==> src/rtl/pg_pkg.sv <==
package pg_pkg;
  typedef enum logic [1:0] {
    PG_SLEEP = 2'd0,
    PG_WARM  = 2'd1,
    PG_RUN   = 2'd2
  } pg_state_e;
endpackage

==> src/rtl/pg_sync.sv <==
module pg_sync #(
  parameter int W      = 1,
  parameter int STAGES = 2
) (
  input  logic         clk,
  input  logic         rst,
  input  logic [W-1:0] d,
  output logic [W-1:0] q
);
  logic [W-1:0] stg [STAGES];

  genvar s;
  generate
    for (s = 0; s < STAGES; s++) begin : g_stage
      if (s == 0) begin : g_first
        always_ff @(posedge clk) begin
          if (rst) stg[s] <= '0;
          else     stg[s] <= d;
        end
      end else begin : g_next
        always_ff @(posedge clk) begin
          if (rst) stg[s] <= '0;
          else     stg[s] <= stg[s-1];
        end
      end
    end
  endgenerate

  assign q = stg[STAGES-1];
endmodule

==> src/rtl/pg_pd_filter.sv <==
module pg_pd_filter #(
  parameter int CODE_W       = 4,
  parameter int MAX_CODE     = 8,
  parameter int DEGLITCH_CYC = 1250
) (
  input  logic              clk,
  input  logic              rst,
  input  logic              pd_s,
  input  logic [CODE_W-1:0] code_act,
  output logic              pd_hit
);
  localparam int THR_MAX = (2 << MAX_CODE) + DEGLITCH_CYC;
  localparam int TW      = $clog2(THR_MAX + 1);

  logic [TW-1:0] hold_cnt;
  logic [TW-1:0] thr;

  // two output periods plus the fixed deglitch span
  assign thr = (TW'(2) << code_act) + TW'(DEGLITCH_CYC);

  always_ff @(posedge clk) begin
    if (rst) begin
      hold_cnt <= '0;
      pd_hit   <= 1'b0;
    end else if (!pd_s) begin
      hold_cnt <= '0;
      pd_hit   <= 1'b0;
    end else begin
      if (hold_cnt < thr) hold_cnt <= hold_cnt + 1'b1;
      pd_hit <= (hold_cnt >= thr - 1'b1);
    end
  end

  // acceptance only ever follows a held request
  p_hit_after_hold_r7: assert property (@(posedge clk) disable iff (rst)
    pd_hit |-> $past(pd_s));
endmodule

==> src/rtl/pg_divider.sv <==
module pg_divider #(
  parameter int CODE_W   = 4,
  parameter int MAX_CODE = 8
) (
  input  logic              clk,
  input  logic              rst,
  input  logic              run,
  input  logic              en_s,
  input  logic [CODE_W-1:0] code_req,
  output logic              gate_q,
  output logic              gate_next,
  output logic              boundary,
  output logic              div_q,
  output logic [CODE_W-1:0] code_act,
  output logic              clk_div
);
  localparam int CW = (MAX_CODE < 1) ? 1 : MAX_CODE;

  logic [CW-1:0]     cnt, cnt_nxt, last, half_nxt;
  logic [CW:0]       one_act, one_nxt;
  logic [CODE_W-1:0] code_nxt;
  logic              bit_nxt;
  logic              gate_neg, code0_neg;

  assign one_act  = (CW+1)'(1) << code_act;
  assign last     = one_act[CW-1:0] - 1'b1;
  assign boundary = (cnt == last);

  always_comb begin
    cnt_nxt   = cnt + 1'b1;
    gate_next = gate_q;
    code_nxt  = code_act;
    if (!run) begin
      cnt_nxt   = '0;
      gate_next = 1'b0;
      code_nxt  = code_req;
    end else if (!gate_q && en_s) begin
      // restart so the first edge has a fixed delay
      cnt_nxt   = '0;
      gate_next = 1'b1;
      code_nxt  = code_req;
    end else if (boundary) begin
      cnt_nxt   = '0;
      gate_next = en_s;
      code_nxt  = code_req;
    end
  end

  assign one_nxt  = (CW+1)'(1) << code_nxt;
  assign half_nxt = one_nxt[CW:1];
  assign bit_nxt  = |(cnt_nxt & half_nxt);

  always_ff @(posedge clk) begin
    if (rst) begin
      cnt      <= '0;
      gate_q   <= 1'b0;
      code_act <= '0;
      div_q    <= 1'b0;
    end else begin
      cnt      <= cnt_nxt;
      gate_q   <= gate_next;
      code_act <= code_nxt;
      div_q    <= gate_next & bit_nxt;
    end
  end

  // low-phase copies for the pass-through path
  always_ff @(negedge clk) begin
    if (rst) begin
      gate_neg  <= 1'b0;
      code0_neg <= 1'b0;
    end else begin
      gate_neg  <= gate_q;
      code0_neg <= (code_act == '0);
    end
  end

  assign clk_div = code0_neg ? (clk & gate_neg) : div_q;

  p_code_clamp_r2: assert property (@(posedge clk) disable iff (rst)
    code_act <= CODE_W'(MAX_CODE));

  p_gate_rise_restart_r5: assert property (@(posedge clk) disable iff (rst)
    $rose(gate_q) |-> (cnt == '0));

  p_gate_fall_boundary_r6: assert property (@(posedge clk) disable iff (rst)
    $fell(gate_q) |-> ($past(boundary) || !$past(run)));
endmodule

==> src/rtl/pow2_clk_gate.sv <==
module pow2_clk_gate
  import pg_pkg::*;
#(
  parameter int CODE_W       = 4,
  parameter int MAX_CODE     = 8,
  parameter int STARTUP_CYC  = 512,
  parameter int DEGLITCH_CYC = 1250,
  parameter int SYNC_STAGES  = 2
) (
  input  logic              clk,
  input  logic              rst,
  input  logic [CODE_W-1:0] div_code,
  input  logic              out_enable,
  input  logic              power_down,
  input  logic              idle_drive_low,
  output logic              clk_out,
  output logic              clk_out_oe
);
  localparam int WW = $clog2(STARTUP_CYC);
  localparam int SW = CODE_W + 2;

  logic [SW-1:0]     sync_q;
  logic              en_s, pd_s;
  logic [CODE_W-1:0] code_s, code_req, code_act;
  logic              pd_hit, gate_q, gate_next, boundary, div_q, clk_div;
  logic              leave, run_div, oe_q;
  pg_state_e         state;
  logic [WW-1:0]     warm_cnt;

  pg_sync #(.W(SW), .STAGES(SYNC_STAGES)) u_sync (
    .clk (clk),
    .rst (rst),
    .d   ({power_down, out_enable, div_code}),
    .q   (sync_q)
  );

  assign pd_s     = sync_q[SW-1];
  assign en_s     = sync_q[SW-2];
  assign code_s   = sync_q[CODE_W-1:0];
  assign code_req = (code_s > CODE_W'(MAX_CODE)) ? CODE_W'(MAX_CODE) : code_s;

  pg_pd_filter #(.CODE_W(CODE_W), .MAX_CODE(MAX_CODE), .DEGLITCH_CYC(DEGLITCH_CYC)) u_pd (
    .clk      (clk),
    .rst      (rst),
    .pd_s     (pd_s),
    .code_act (code_act),
    .pd_hit   (pd_hit)
  );

  // leave the run state only where no pulse is cut short
  assign leave   = pd_hit & (boundary | ~gate_q);
  assign run_div = (state == PG_RUN) & ~leave;

  pg_divider #(.CODE_W(CODE_W), .MAX_CODE(MAX_CODE)) u_div (
    .clk       (clk),
    .rst       (rst),
    .run       (run_div),
    .en_s      (en_s),
    .code_req  (code_req),
    .gate_q    (gate_q),
    .gate_next (gate_next),
    .boundary  (boundary),
    .div_q     (div_q),
    .code_act  (code_act),
    .clk_div   (clk_div)
  );

  always_ff @(posedge clk) begin
    if (rst) begin
      state    <= PG_WARM;
      warm_cnt <= '0;
    end else begin
      case (state)
        PG_WARM: begin
          if (pd_hit) begin
            state    <= PG_SLEEP;
            warm_cnt <= '0;
          end else if (warm_cnt == WW'(STARTUP_CYC - 1)) begin
            state <= PG_RUN;
          end else begin
            warm_cnt <= warm_cnt + 1'b1;
          end
        end
        PG_RUN: begin
          if (leave) state <= PG_SLEEP;
          warm_cnt <= '0;
        end
        default: begin
          warm_cnt <= '0;
          if (!pd_hit) state <= PG_WARM;
        end
      endcase
    end
  end

  always_ff @(posedge clk) begin
    if (rst) oe_q <= 1'b0;
    else     oe_q <= gate_next | gate_q | idle_drive_low;
  end

  assign clk_out    = clk_div;
  assign clk_out_oe = oe_q;

  p_quiet_unless_run_r3: assert property (@(posedge clk) disable iff (rst)
    (state != PG_RUN) |-> (!div_q && !gate_q));

  p_warm_len_r3: assert property (@(posedge clk) disable iff (rst)
    (state == PG_RUN && $past(state) == PG_WARM) |-> ($past(warm_cnt) == WW'(STARTUP_CYC - 1)));

  p_oe_sleep_r9: assert property (@(posedge clk) disable iff (rst)
    (state == PG_SLEEP && $past(state) == PG_SLEEP) |-> (clk_out_oe == $past(idle_drive_low)));
endmodule

==> config.mk <==
export PLATFORM = sky130hd
export DESIGN_NAME = pow2_clk_gate
export DESIGN_NICKNAME = d
export VERILOG_FILES = /design/src/rtl/pg_pkg.sv /design/src/rtl/pg_sync.sv /design/src/rtl/pg_pd_filter.sv /design/src/rtl/pg_divider.sv /design/src/rtl/pow2_clk_gate.sv
export SDC_FILE = /design/constraint.sdc
export NUM_CORES = 1
export LEC_CHECK = 0
export BUFFER_PORTS_ARGS = -buffer_cell sky130_fd_sc_hd__buf_2
export CAP_MARGIN = 0
export CORE_ASPECT_RATIO = 0.5
export CORE_MARGIN = 2
export CORE_UTILIZATION = 47
export CTS_BUF_LIST = sky130_fd_sc_hd__clkbuf_16
export CTS_CLUSTER_SIZE = 30
export DETAILED_ROUTE_END_ITERATION = 16
export GPL_TIMING_DRIVEN = 0
export MAX_ROUTING_LAYER = met4
export PLACE_DENSITY_LB_ADDON = 0.15
export SYNTH_ARGS = -nofsm -noshare
export SYNTH_HDL_FRONTEND = slang
export SYNTH_SLANG_ARGS = --single-unit
==> constraint.sdc <==
create_clock -name clk -period 4.3 [get_ports clk]
set_clock_uncertainty 0.15 [all_clocks]
set_input_delay 0.86 -clock clk [delete_from_list [all_inputs] [get_ports clk]]
set_output_delay 0.86 -clock clk [all_outputs]
set_load 0.05 [all_outputs]
==> impl_metrics.tcl <==
set metrics [dict create \
    final_nets 423 \
    rsz0062_at_grt "true" \
    detail_route.wl_per_cell_um 13.6 \
    antenna_found_initial 0 \
    syn_area_um2 3090 \
    drive_gt1_share_pct 9.56 \
    path_class "reg -> out" \
    cts.clk_slew.worst_paths_ns 0.07 \
    critPathLaunchType "flop" \
    final_hold_viol_count 0 \
    vias 2589 \
    die_x_um 119 \
    drt_first_pass_iters 4 \
    synth.net_count 402 \
    drv_slew 0 \
    grt_pass1_vias 2473 \
    grt_pass1_wl_um 11400 \
    grt_max_degree 19 \
    dieArea_um2 7280 \
    worstPathMaxFanout 2 \
    seq_power_share_pct 43.8 \
    cts_tree "yes" \
    ys_ff_latch 52 \
    hold_path.class "reg -> reg" \
    yosysWarnings 0 \
    hold_buffers 0 \
    diodes 0 \
    fillers 595 \
    leakage_nw 1.40 \
    pre_cts_slack_ns 0.345 \
    ios 11 \
    violations "setup timing" \
    cp.required_ns 3.29 \
    synthFlopType "dfxtp_1" \
    drt-total-wl_um 6440 \
    fin_ws_ns -0.0277 \
    multi_input_area_um2 1920 \
    place_area_um2 3250 \
    hpwl_um 4830 \
    power.switching_uw 275 \
    synth_edf_count 0 \
    tns_ns -0.0277 \
    area_delta_synth_final_pct 13.1 \
    slew_headroom_pct 57.2 \
    place_congestion 0.872 \
    seq_area_frac_synth_pct 33.7 \
    clkPwrFrac_pct 49.0 \
    arrival_ns 3.32 \
    setup.worst_path.end_class "primary output" \
    max-cap-violations 0 \
    drt_iter0_markers 158 \
    outcome "finished, violations left" \
    syn_inst 365 \
    globalRouteOverflowTotal 0 \
    chipHeight_um 61.4 \
    setup_violations 3 \
    vdd_ir_drop_max_mv 0.171 \
    avgSynthCellArea_um2 8.47 \
    io_buffers 10 \
    rows 20 \
    ant_nets 0 \
    seqCellArea_um2 1040 \
    cts_setup_buffers 0 \
    clk-insertion-delay-late_ns 0.42 \
    worst_slew_pin_slew_ns 0.638 \
    p_int_uw 869 \
    final_area_um2 3500 \
    utilization_pct 56.4 \
    async_reset_ff_share_pct 0 \
    drc_errors 0 \
    netSwitchingFraction_pct 24.1 \
    ys_types 54 \
    powerDensity_nw_per_um2 327 \
    start_util_pct 49.8 \
    coreArea_um2 6210 \
    avgViaCountPerCell 5.45 \
    grt_usage_pct 20.9 \
    power_frac_comb_pct 7.2 \
]
-- metrics by stage --
stage,instances,power (mW),hold slack [ns]
6_report,475,1.14,0.290
5_1_grt,475,1.21,0.310
4_1_cts,475,1.16,0.290
3_5_place_dp,463,0.599,0.273
3_3_place_gp,463,0.596,0.271
2_1_floorplan,365,0.578,0.264
-- cells in the final DEF (no fill, tap or decap), types with 4 or more instances in the layout --
cell type   n
a21o_1      4
nor3_1      7
a21oi_1    23
nor2b_1    25
nand3_1    19
buf_2      12
mux2i_1     9
nand2b_1   12
inv_1      17
dfxtp_1    50
a211oi_1    6
o21ai_0    14
xnor2_1    10
xor2_1      8
ha_1       28
clkbuf_1    9
o21ai_1     7
nor2_1     34
clkbuf_16   8
nand2_1    23
-- final timing paths --
check                         start          endpoint  slack, ns  cells past startpoint
hold reg to reg    u_sync.stg[0][0]  u_sync.stg[1][0]       0.29                      1
hold / removal     u_sync.stg[0][0]  u_sync.stg[1][0]       0.29                      1
setup / recovery    u_div.code0_neg           clk_out      -0.03                      3
setup reg to reg  u_div.code_act[0]  u_pd.hold_cnt[6]       0.87                     11
-- synth_stat cells (3+ instances only) --
cell | number | area, um^2
dfxtp_1 | 52 | 1040
nor2_1 | 34 | 128
ha_1 | 28 | 350
nor2b_1 | 25 | 156
a21oi_1 | 23 | 115
nand2_1 | 23 | 86.3
nand3_1 | 20 | 100
inv_1 | 16 | 60.1
o21ai_0 | 15 | 75.1
nand2b_1 | 12 | 75.1
xnor2_1 | 10 | 87.6
clkbuf_1 | 9 | 33.8
mux2i_1 | 9 | 90.1
xor2_1 | 8 | 70.1
nor3_1 | 7 | 35.0
o21ai_1 | 7 | 35.0
a211oi_1 | 6 | 45.0
a21o_1 | 4 | 30.0
a2111o_1 | 3 | 33.8
and2_1 | 3 | 18.8
buf_2 | 3 | 15.0
nand4_1 | 3 | 18.8
o211ai_1 | 3 | 22.5
or3_1 | 3 | 18.8
-- kinds of logic (layout without fill, tap and decap cells) --
logic type	count (synthesis)	count (layout)	share of synthesized area (%)
xor+xnor	18	18	5.10
fa+ha+maj	28	28	11.3
buf+inv	32	54	4.61
simple gates	144	144	24.7
flops	52	52	33.7
compound gates	82	82	17.7
mux	9	9	2.91
-- registers in the layout, summed over array words and instances, names as in the netlist --
register	count
u_pd.pd_hit	1
u_div.gate_q	1
clk_out_oe	1
u_div.div_q	1
u_div.gate_neg	1
state	2
warm_cnt	9
u_div.code_act	4
u_sync.stg	12
u_pd.hold_cnt	11
u_div.cnt	8
u_div.code0_neg	1
-- power by group through the flow --
| stage | clock network, mW | registers [mW] | logic [mW] |
|---|---|---|---|
| 4_1_cts | 0.576 | 0.501 | 0.0837 |
| 3_5_place_dp | 0.00446 | 0.512 | 0.0828 |
| 5_1_grt | 0.608 | 0.503 | 0.0951 |
| 3_3_place_gp | 0.00446 | 0.511 | 0.0802 |
| 2_1_floorplan | 0.00446 | 0.512 | 0.0622 |
| 6_report | 0.561 | 0.501 | 0.0829 |
-- layout make-up --
class                           count  area share, %
Inverter                           15           1.61
Multi-Input combinational cell    281           54.8
Timing Repair Buffer                9           1.29
Clock inverter                      5          0.930
Tap cell                           88           3.15
Buffer                             16           2.36
Sequential cell                    52           29.8
Clock buffer                        9           6.04
-- per-layer routing --
metal | vias to the layer above | wire length [um] | share of wire, % | global-route usage, %
met4 | 0 | 110 | 1.7 | 9.52
met3 | 14 | 271 | 4.2 | 6.11
met1 | 1207 | 3150 | 49 | 24.9
met2 | 45 | 2910 | 45 | 33.8
met5 | - | 0 | 0 | -
li1 | 1323 | - | - | -
-- timing repair --
item | in CTS | in global routing
pin swaps | 1 | 0
cloned | 0 | 0
setup endpoints to repair | 4 | 4
gates resized for setup | 6 | 0
hold endpoints to repair | 0 | 0
-- worst max-delay path, stage by stage, from the launching register on --
cell and delay [ns]:
dfxtp_2 0.34, nand3_2 0.07, o21ai_2 0.07, buf_6 0.17
Note: power is estimated with default switching activity, not from simulation.
